### config.mk
export PLATFORM = sky130hd
export DESIGN_NAME = clkdiv_duty
export DESIGN_NICKNAME = d
export VERILOG_FILES = /design/src/rtl/clkdiv_pkg.sv /design/src/rtl/clkdiv_sel_stage.sv /design/src/rtl/clkdiv_counter.sv /design/src/rtl/clkdiv_duty_fix.sv /design/src/rtl/clkdiv_duty.sv
export SDC_FILE = /design/constraint.sdc
export NUM_CORES = 1
export LEC_CHECK = 0
export ABC_AREA = 0
export BUFFER_PORTS_ARGS = -buffer_cell sky130_fd_sc_hd__buf_2
export CORE_MARGIN = 1.5
export CORE_UTILIZATION = 45
export DETAILED_ROUTE_END_ITERATION = 12
export GPL_TIMING_DRIVEN = 0
export PLACE_DENSITY = 0.74
export SLEW_MARGIN = 30
export SYNTH_ARGS = -nofsm -noshare
export SYNTH_HDL_FRONTEND = slang
export SYNTH_SLANG_ARGS = --single-unit
### constraint.sdc
create_clock -name clk_fast -period 3.7 [get_ports clk_fast]
set_clock_uncertainty 0.15 [all_clocks]
set_input_delay 0.185 -clock clk_fast [delete_from_list [all_inputs] [get_ports clk_fast]]
set_output_delay 0.185 -clock clk_fast [all_outputs]
set_load 0.01 [all_outputs]
### src/rtl/clkdiv_pkg.sv
`timescale 1ns/1ps
package clkdiv_pkg;

  // Fixed code-to-modulus mapping: every nonzero code selects the modulus of equal value.
  function automatic int unsigned code_to_mod(input int unsigned code);
    return code;
  endfunction

  // Rising-edge cycles with the primary waveform high: floor(N/2).
  function automatic int unsigned high_cycles(input int unsigned n);
    return n / 2;
  endfunction

  // Moduli that need the falling-edge half-period extension.
  function automatic bit needs_half(input int unsigned n);
    return (n >= 3) && (n % 2 == 1);
  endfunction

endpackage

### src/rtl/clkdiv_sel_stage.sv
`timescale 1ns/1ps
module clkdiv_sel_stage #(
  parameter int SEL_W = 4,
  parameter int MOD_W = 4
) (
  input  logic             clk,
  input  logic             rst_n,
  input  logic [SEL_W-1:0] sel_code,
  input  logic             sel_load,
  input  logic             last_cyc,
  output logic [MOD_W-1:0] act_mod,
  output logic [MOD_W-1:0] nxt_mod,
  output logic             bnd
);
  import clkdiv_pkg::*;

  logic [SEL_W-1:0] pend_q;
  logic [SEL_W-1:0] pend_nxt;
  logic [MOD_W-1:0] pend_mod;

  // A strobe in the boundary cycle bypasses the pending register.
  assign pend_nxt = sel_load ? sel_code : pend_q;
  assign pend_mod = MOD_W'(code_to_mod(int'(pend_nxt)));
  assign bnd      = (act_mod == '0) || last_cyc;
  assign nxt_mod  = bnd ? pend_mod : act_mod;

  always_ff @(posedge clk or negedge rst_n) begin
    if (!rst_n) begin
      pend_q  <= '0;
      act_mod <= '0;
    end else begin
      pend_q  <= pend_nxt;
      act_mod <= nxt_mod;
    end
  end
endmodule

### src/rtl/clkdiv_counter.sv
`timescale 1ns/1ps
module clkdiv_counter #(
  parameter int MOD_W = 4
) (
  input  logic             clk,
  input  logic             rst_n,
  input  logic [MOD_W-1:0] act_mod,
  input  logic [MOD_W-1:0] nxt_mod,
  input  logic             bnd,
  output logic [MOD_W-1:0] cnt,
  output logic             last_cyc,
  output logic             q_pos
);
  import clkdiv_pkg::*;

  logic [MOD_W-1:0] cnt_nxt;
  logic             q_pos_nxt;

  assign last_cyc = (act_mod != '0) && (cnt == act_mod - MOD_W'(1));
  assign cnt_nxt  = bnd ? '0 : cnt + MOD_W'(1);

  always_comb begin
    if (nxt_mod == '0)
      q_pos_nxt = 1'b0;
    else if (nxt_mod == MOD_W'(1))
      q_pos_nxt = 1'b1;
    else
      q_pos_nxt = int'(cnt_nxt) < int'(high_cycles(int'(nxt_mod)));
  end

  always_ff @(posedge clk or negedge rst_n) begin
    if (!rst_n) begin
      cnt   <= '0;
      q_pos <= 1'b0;
    end else begin
      cnt   <= cnt_nxt;
      q_pos <= q_pos_nxt;
    end
  end
endmodule

### src/rtl/clkdiv_duty_fix.sv
`timescale 1ns/1ps
module clkdiv_duty_fix #(
  parameter int MOD_W = 4
) (
  input  logic             clk,
  input  logic             rst_n,
  input  logic [MOD_W-1:0] act_mod,
  input  logic             q_pos,
  output logic             q_neg,
  output logic             byp,
  output logic             clk_out
);
  import clkdiv_pkg::*;

  logic odd_act;
  assign odd_act = needs_half(int'(act_mod));

  // Falling-edge copy adds half a source period to odd-modulus high phases;
  // the pass-through selector also changes only while the source is low.
  always_ff @(negedge clk or negedge rst_n) begin
    if (!rst_n) begin
      q_neg <= 1'b0;
      byp   <= 1'b0;
    end else begin
      q_neg <= q_pos & odd_act;
      byp   <= (act_mod == MOD_W'(1));
    end
  end

  assign clk_out = byp ? clk : (q_pos | q_neg);
endmodule

### src/rtl/clkdiv_duty.sv
`timescale 1ns/1ps
module clkdiv_duty #(
  parameter int SEL_W = 4
) (
  input  logic             clk_fast,
  input  logic             rst_n,
  input  logic [SEL_W-1:0] sel_code,
  input  logic             sel_load,
  output logic             clk_out,
  output logic             out_en
);
  localparam int MOD_W = SEL_W;

  logic [MOD_W-1:0] act_mod;
  logic [MOD_W-1:0] nxt_mod;
  logic [MOD_W-1:0] cnt;
  logic             bnd;
  logic             last_cyc;
  logic             q_pos;
  logic             q_neg;
  logic             byp;

  clkdiv_sel_stage #(.SEL_W(SEL_W), .MOD_W(MOD_W)) sel_i (
    .clk(clk_fast), .rst_n(rst_n), .sel_code(sel_code), .sel_load(sel_load),
    .last_cyc(last_cyc), .act_mod(act_mod), .nxt_mod(nxt_mod), .bnd(bnd)
  );

  clkdiv_counter #(.MOD_W(MOD_W)) cnt_i (
    .clk(clk_fast), .rst_n(rst_n), .act_mod(act_mod), .nxt_mod(nxt_mod),
    .bnd(bnd), .cnt(cnt), .last_cyc(last_cyc), .q_pos(q_pos)
  );

  clkdiv_duty_fix #(.MOD_W(MOD_W)) fix_i (
    .clk(clk_fast), .rst_n(rst_n), .act_mod(act_mod), .q_pos(q_pos),
    .q_neg(q_neg), .byp(byp), .clk_out(clk_out)
  );

  assign out_en = (act_mod != '0);
endmodule

==> results of run 1 <==
-- registers in the layout (all words and copies together) (netlist names) --
register	count
cnt_i.q_pos	1
sel_i.pend_q	4
fix_i.q_neg	1
sel_i.act_mod	4
cnt_i.cnt	4
fix_i.byp	1
-- power by group --
part | switching (uW) | total [uW] | internal, uW
clock | 69.2 | 155 | 85.8
combinational | 372 | 696 | 324
sequential | 76.2 | 308 | 232
-- per-layer routing --
layer  part of all wire (%)  track usage [%]
met4                    2.1            8.649
met2                     50            26.40
met3                    5.3            10.19
met1                     42            23.08
met5                      0                0
-- per-stage QoR --
step / worst slack (ps) / utilization [%] / hold slack, ps
2_1_floorplan: 583.5 / - / -260.6
3_3_place_gp: 521.2 / 50.72 / -47.90
3_5_place_dp: 419.0 / 50.72 / -41.29
4_1_cts: 379.8 / 56.38 / 1.405
5_1_grt: 198.4 / 56.38 / 18.32
6_report: 382.9 / 56.38 / 7.560
-- logic make-up after synthesis --
kind of cell / Yosys count / share of synthesized area [%]
compound gates: 14 / 13.47
xor+xnor: 8 / 10.97
buf+inv: 10 / 5.000
fa+ha+maj: 7 / 9.722
mux: 6 / 7.638
flops: 15 / 41.67
simple gates: 19 / 11.53
-- final timing paths --
| kind | end | start | cells past startpoint |
|---|---|---|---|
| max reg2reg | cnt_i.q_pos | sel_i.act_mod[0] | 12 |
| max | cnt_i.q_pos | sel_i.act_mod[0] | 12 |
| max in group asynchronous | fix_i.q_neg | rst_n | 2 |
| min | sel_i.pend_q[2] | sel_load | 2 |
| min reg2reg | sel_i.pend_q[2] | sel_i.pend_q[2] | 1 |
| min in group asynchronous | cnt_i.cnt[1] | rst_n | 2 |
-- layout by cell type (no fill, tap or decap) --
cell type	n
dfrtp_1	13
inv_1	9
buf_2	8
ha_1	7
clkbuf_4	6
dlygate4sd3_1	6
nor2_1	5
mux2_2	3
xor2_1	3
nand2_1	3
xnor2_2	2
nand3_1	2
nor3b_1	2
mux2i_1	2
xnor2_1	2
and3_1	2
nor4_1	2
a31oi_1	2
o21ai_0	2
dfrtn_1	2
buf_6	1
nor3_2	1
xnor3_1	1
o21ai_4	1
a22oi_1	1
mux2_4	1
a21oi_1	1
o211ai_1	1
nor3_1	1
nand4b_1	1
a21bo_2	1
a311oi_1	1
a41oi_1	1
a32oi_1	1
o2bb2ai_2	1
o311a_2	1
clkbuf_1	1
-- layout make-up --
type / instances / area [sq um]
multi-input combinational: 54 / 480.5
sequential: 15 / 375.4
timing repair buffer: 13 / 95.09
inverter: 9 / 33.78
buffer: 1 / 11.26
fill: 181 / 838.3
tap: 27 / 33.78
clock buffer: 8 / 53.80
-- timing repair --
item                                    in CTS  in global routing
resized for setup                            0                  0
endpoints found under the hold margin       17                  0
hold buffers                                 6                  0
endpoints found under the setup margin       0                  0
==> impl_metrics.py, run 1 <==
metrics = {
    "synthesis": {
        "synthTopCellsByArea": "dfrtp_1 (36%), ha_1 (9.7%), dfrtn_1 (5.6%), inv_1 (3.8%), mux2_2 (3.7%)",
        "synthCells": 79,
        "synthesis.nets": 93,
        "synthFlopType": "dfrtp_1",
        "ys_top_cells_by_count": "dfrtp_1 (13), inv_1 (9), ha_1 (7), nor2_1 (5)",
        "post_synth_instance_area_sq_um": 900.9,
        "synth_top_area_share_pct": 36.11,
        "async_reset_ff_share_pct": 100.0,
        "synth_area_leader_cell": "dfrtp_1",
        "seq_area_frac_synth_pct": 41.67,
        "ys_warn_count": 0,
        "ys_types": 33,
        "yosysMostFrequentCell": "dfrtp_1",
        "synth-seq-cells": 15,
        "syn_area_per_cell_sq_um": 11.40,
        "synth_edf_count": 0,
    },
    "setup_path": {
        "setup.worst_path.end_class": "register",
        "cp.arrival_ps": 3450,
        "timing.critical_path.mode_cell": "ha_1",
        "critPathMaxFanout": 7,
        "crit_type": "register to register",
        "cp-start-kind": "register",
        "cp_num_buf_inv": 1,
        "max_stage_delay_ps": 510,
        "crit_chain": "inv_1 -> ha_1 -> xnor3_1 -> nand3_1 -> o21ai_4 -> mux2i_1 -> ha_1 -> a21bo_2 -> a311oi_1 -> a41oi_1 -> a31oi_1 -> o2bb2ai_2",
        "cp_slowest_cell": "dfrtp_1",
        "crit_required_ps": 3840,
        "critPathTopFamily": "compound AO/OA/AOI/OAI gates",
        "worst-r2r-setup-slack_ps": 380,
    },
    "final_layout": {
        "nNetsFinal": 115,
        "final_cell_count_no_fill": 127,
        "area_growth_pct": 20.28,
        "drive_above_1_share_pct": 26.00,
        "final_area_sq_um": 1084,
        "insertedDiodeCount": 0,
    },
    "global_route": {
        "grt_max_degree": 16,
        "grt-ovfl-total": 0,
        "antenna_found_initial": 0,
        "grt_pass1_vias": 625,
        "grt_pass1_wl_microns": 2753,
        "grt.total_usage_pct": 18.62,
    },
    "worst_hold_path": {
        "hp-class": "primary input to register",
    },
    "placed_design": {
        "dpl_cell_area_sq_um": 974.7,
        "dp_cells": 114,
        "portBuffers": 8,
        "gp_congestion": 0.9149,
        "dp_hpwl_microns": 1259,
    },
    "routing": {
        "drt_first_pass_iters": 4,
        "drt_first_iter_violations": 23,
        "wl_per_cell_microns": 14.43,
        "antenna_left": 0,
        "dr_total_vias": 674,
        "drc": 0,
        "viasPerCell": 5.307,
        "drt-total-wl_microns": 1832,
    },
    "timing": {
        "finalCritPeriodShare_pct": 89.65,
        "slew_violations": 0,
        "worst_pin_slew_ps": 461.8,
        "setup_violations": 0,
        "max_freq_mhz": 301.5,
        "rsz0062_at_grt": "no",
        "finalSetupTns_ps": 0,
        "slew_headroom_pct": 69.15,
        "finalHoldViolCount": 0,
        "fin_crit_ps": 3317,
    },
    "clock_tree": {
        "clkTransAtPathRegs_ps": 80,
        "tritoncts": "yes",
        "clk_latency_ps": 400,
        "cts_setup_buffers": 0,
    },
    "floorplan": {
        "fp.dieH_microns": 47.74,
        "fp.dieW_microns": 47.74,
        "initial_core_util_pct": 46.88,
        "core_area_sq_um": 1922,
        "dieArea_sq_um": 2279,
        "pin_count": 9,
        "rows": 16,
    },
    "power": {
        "ir_drop_uv": 582.3,
        "p_total_uw": 1159,
        "leakage_uw": 0.0005150,
        "p_per_area_nw_per_um2": 1070,
    },
    "run": {
        "maxCapViolations": 0,
    },
    "status": {
        "outcome": "finished clean",
    },
}
(Power assumes the default switching activity.)
==> run 2, diff against run 1 <==
REMOVE_ABC_BUFFERS = 1   (was not set)
==> impl_metrics.py, run 2 (synthesized netlist as in run 1, its figures left out) <==
metrics = {
    "timing": {
        "worst_slack_ps": 401.4,
        "finalSetupTns_ps": 0,
        "slew_violations": 0,
        "rsz0062_at_grt": "no",
        "worst_pin_slew_ps": 429.6,
        "finalHoldViolCount": 0,
        "fin_crit_ps": 3299,
        "hold_slack_ps": 19.53,
        "slew_headroom_pct": 71.30,
        "max_freq_mhz": 304.9,
        "setup_violations": 0,
        "finalCritPeriodShare_pct": 89.15,
    },
    "final_layout": {
        "reg_top3": "cnt_i.cnt x4, sel_i.act_mod x4, sel_i.pend_q x4",
        "finish.utilization_pct": 55.79,
        "final_cell_mix": "dfrtp_1 (13), inv_1 (9), buf_2 (8), ha_1 (7)",
        "final_area_sq_um": 1072,
        "final_common_cell": "dfrtp_1",
        "area_growth_pct": 19.03,
        "insertedDiodeCount": 0,
        "nNetsFinal": 114,
        "drive_above_1_share_pct": 25.25,
    },
    "placed_design": {
        "dpl_cell_area_sq_um": 963.4,
        "gp_congestion": 0.9084,
        "place_ws_ps": 452.9,
        "portBuffers": 8,
        "dp_hpwl_microns": 1257,
    },
    "routing": {
        "viasPerCell": 5.310,
        "drt-total-wl_microns": 1844,
        "drc": 0,
        "drt_first_iter_violations": 6,
        "wl_per_cell_microns": 14.63,
        "dr_total_vias": 669,
        "antenna_left": 0,
        "drt_first_pass_iters": 4,
    },
    "global_route": {
        "antenna_found_initial": 0,
        "grt.total_usage_pct": 20.57,
        "grt_pass1_wl_microns": 2946,
        "grt_pass1_vias": 641,
        "grt_max_degree": 16,
        "grt-ovfl-total": 0,
    },
    "worst_hold_path": {
        "hp-start": "sel_load",
        "holdPathStages": 2,
        "hp-class": "primary input to register",
        "hold_end": "sel_i.pend_q[2]",
    },
    "clock_tree": {
        "postCtsHoldBufs": 6,
        "cts.repair.resized": 0,
        "clk_latency_ps": 390,
        "cts_setup_buffers": 0,
        "tritoncts": "yes",
        "clkTransAtPathRegs_ps": 80,
    },
    "floorplan": {
        "core_area_sq_um": 1922,
        "initial_core_util_pct": 46.88,
        "fp.dieH_microns": 47.74,
        "pin_count": 9,
        "rows": 16,
        "dieArea_sq_um": 2279,
        "fp.dieW_microns": 47.74,
    },
    "power": {
        "ir_drop_uv": 589.2,
        "leakage_uw": 0.0005089,
        "clockPowerShare_pct": 13.5,
        "p_sw_uw": 504.7,
        "switching_share_pct": 44.45,
        "power_frac_comb_pct": 58.5,
        "seq_power_share_pct": 28.0,
        "p_per_area_nw_per_um2": 1059,
        "p_int_uw": 630.8,
    },
    "setup_path": {
        "crit_type": "register to primary output",
        "startpoint": "fix_i.q_neg",
        "r2r-end": "cnt_i.q_pos",
        "cp.arrival_ps": 2960,
        "worst-r2r-setup-slack_ps": 420,
        "r2r_cells": 12,
        "reg2reg_from": "sel_i.act_mod[0]",
        "setup.worst_path.end_class": "primary output",
        "critPathMaxFanout": 1,
        "cp-start-kind": "register",
        "crit_required_ps": 3370,
    },
    "run": {
        "maxCapViolations": 0,
    },
    "status": {
        "outcome": "finished clean",
    },
}
==> run 2: per-stage QoR <==
step / power [uW] / instances
finish: 1136 / 126
global route: 1248 / 126
CTS: 1143 / 126
detailed placement: 989.7 / 113
global placement: 972.0 / 113
floorplan: 848.4 / 78
==> run 2: how the worst max path moves through the flow <==
stage / end / cells after the start
2_1_floorplan: fix_i.q_neg / 2
3_3_place_gp: cnt_i.q_pos / 12
3_5_place_dp: cnt_i.q_pos / 12
4_1_cts: clk_out / 3
5_1_grt: cnt_i.q_pos / 12
6_report: clk_out / 3
==> run 2: layout make-up <==
cell class | instances | area, sq um
timing repair buffer | 13 | 95.09
fill | 178 | 849.6
clock buffer | 8 | 53.80
tap | 27 | 33.78
inverter | 9 | 33.78
sequential | 15 | 375.4
multi-input combinational | 54 | 480.5
==> run 2: routing by layer <==
layer / global-route usage, % / routed length (microns) / vias up
li1: - / - / 326
met5: 0 / 0 / -
met1: 23.36 / 768 / 318
met4: 10.27 / 33 / 0
met3: 11.70 / 86 / 7
met2: 30.93 / 955 / 18
==> run 2: power groups by stage <==
stage                     clock network [uW]  logic, uW  registers (uW)
final                                    154        664             318
after global routing                     174        744             329
after CTS                                160        662             321
after detailed placement                17.1        649             324
after global placement                  17.1        636             319
after floorplan                         9.73        543             296
==> run 2: worst max-delay path: stages (launching register included) <==
cell     delay, ps
dfrtn_1        390
nor2_1          40
o21ai_0        130
buf_2          150
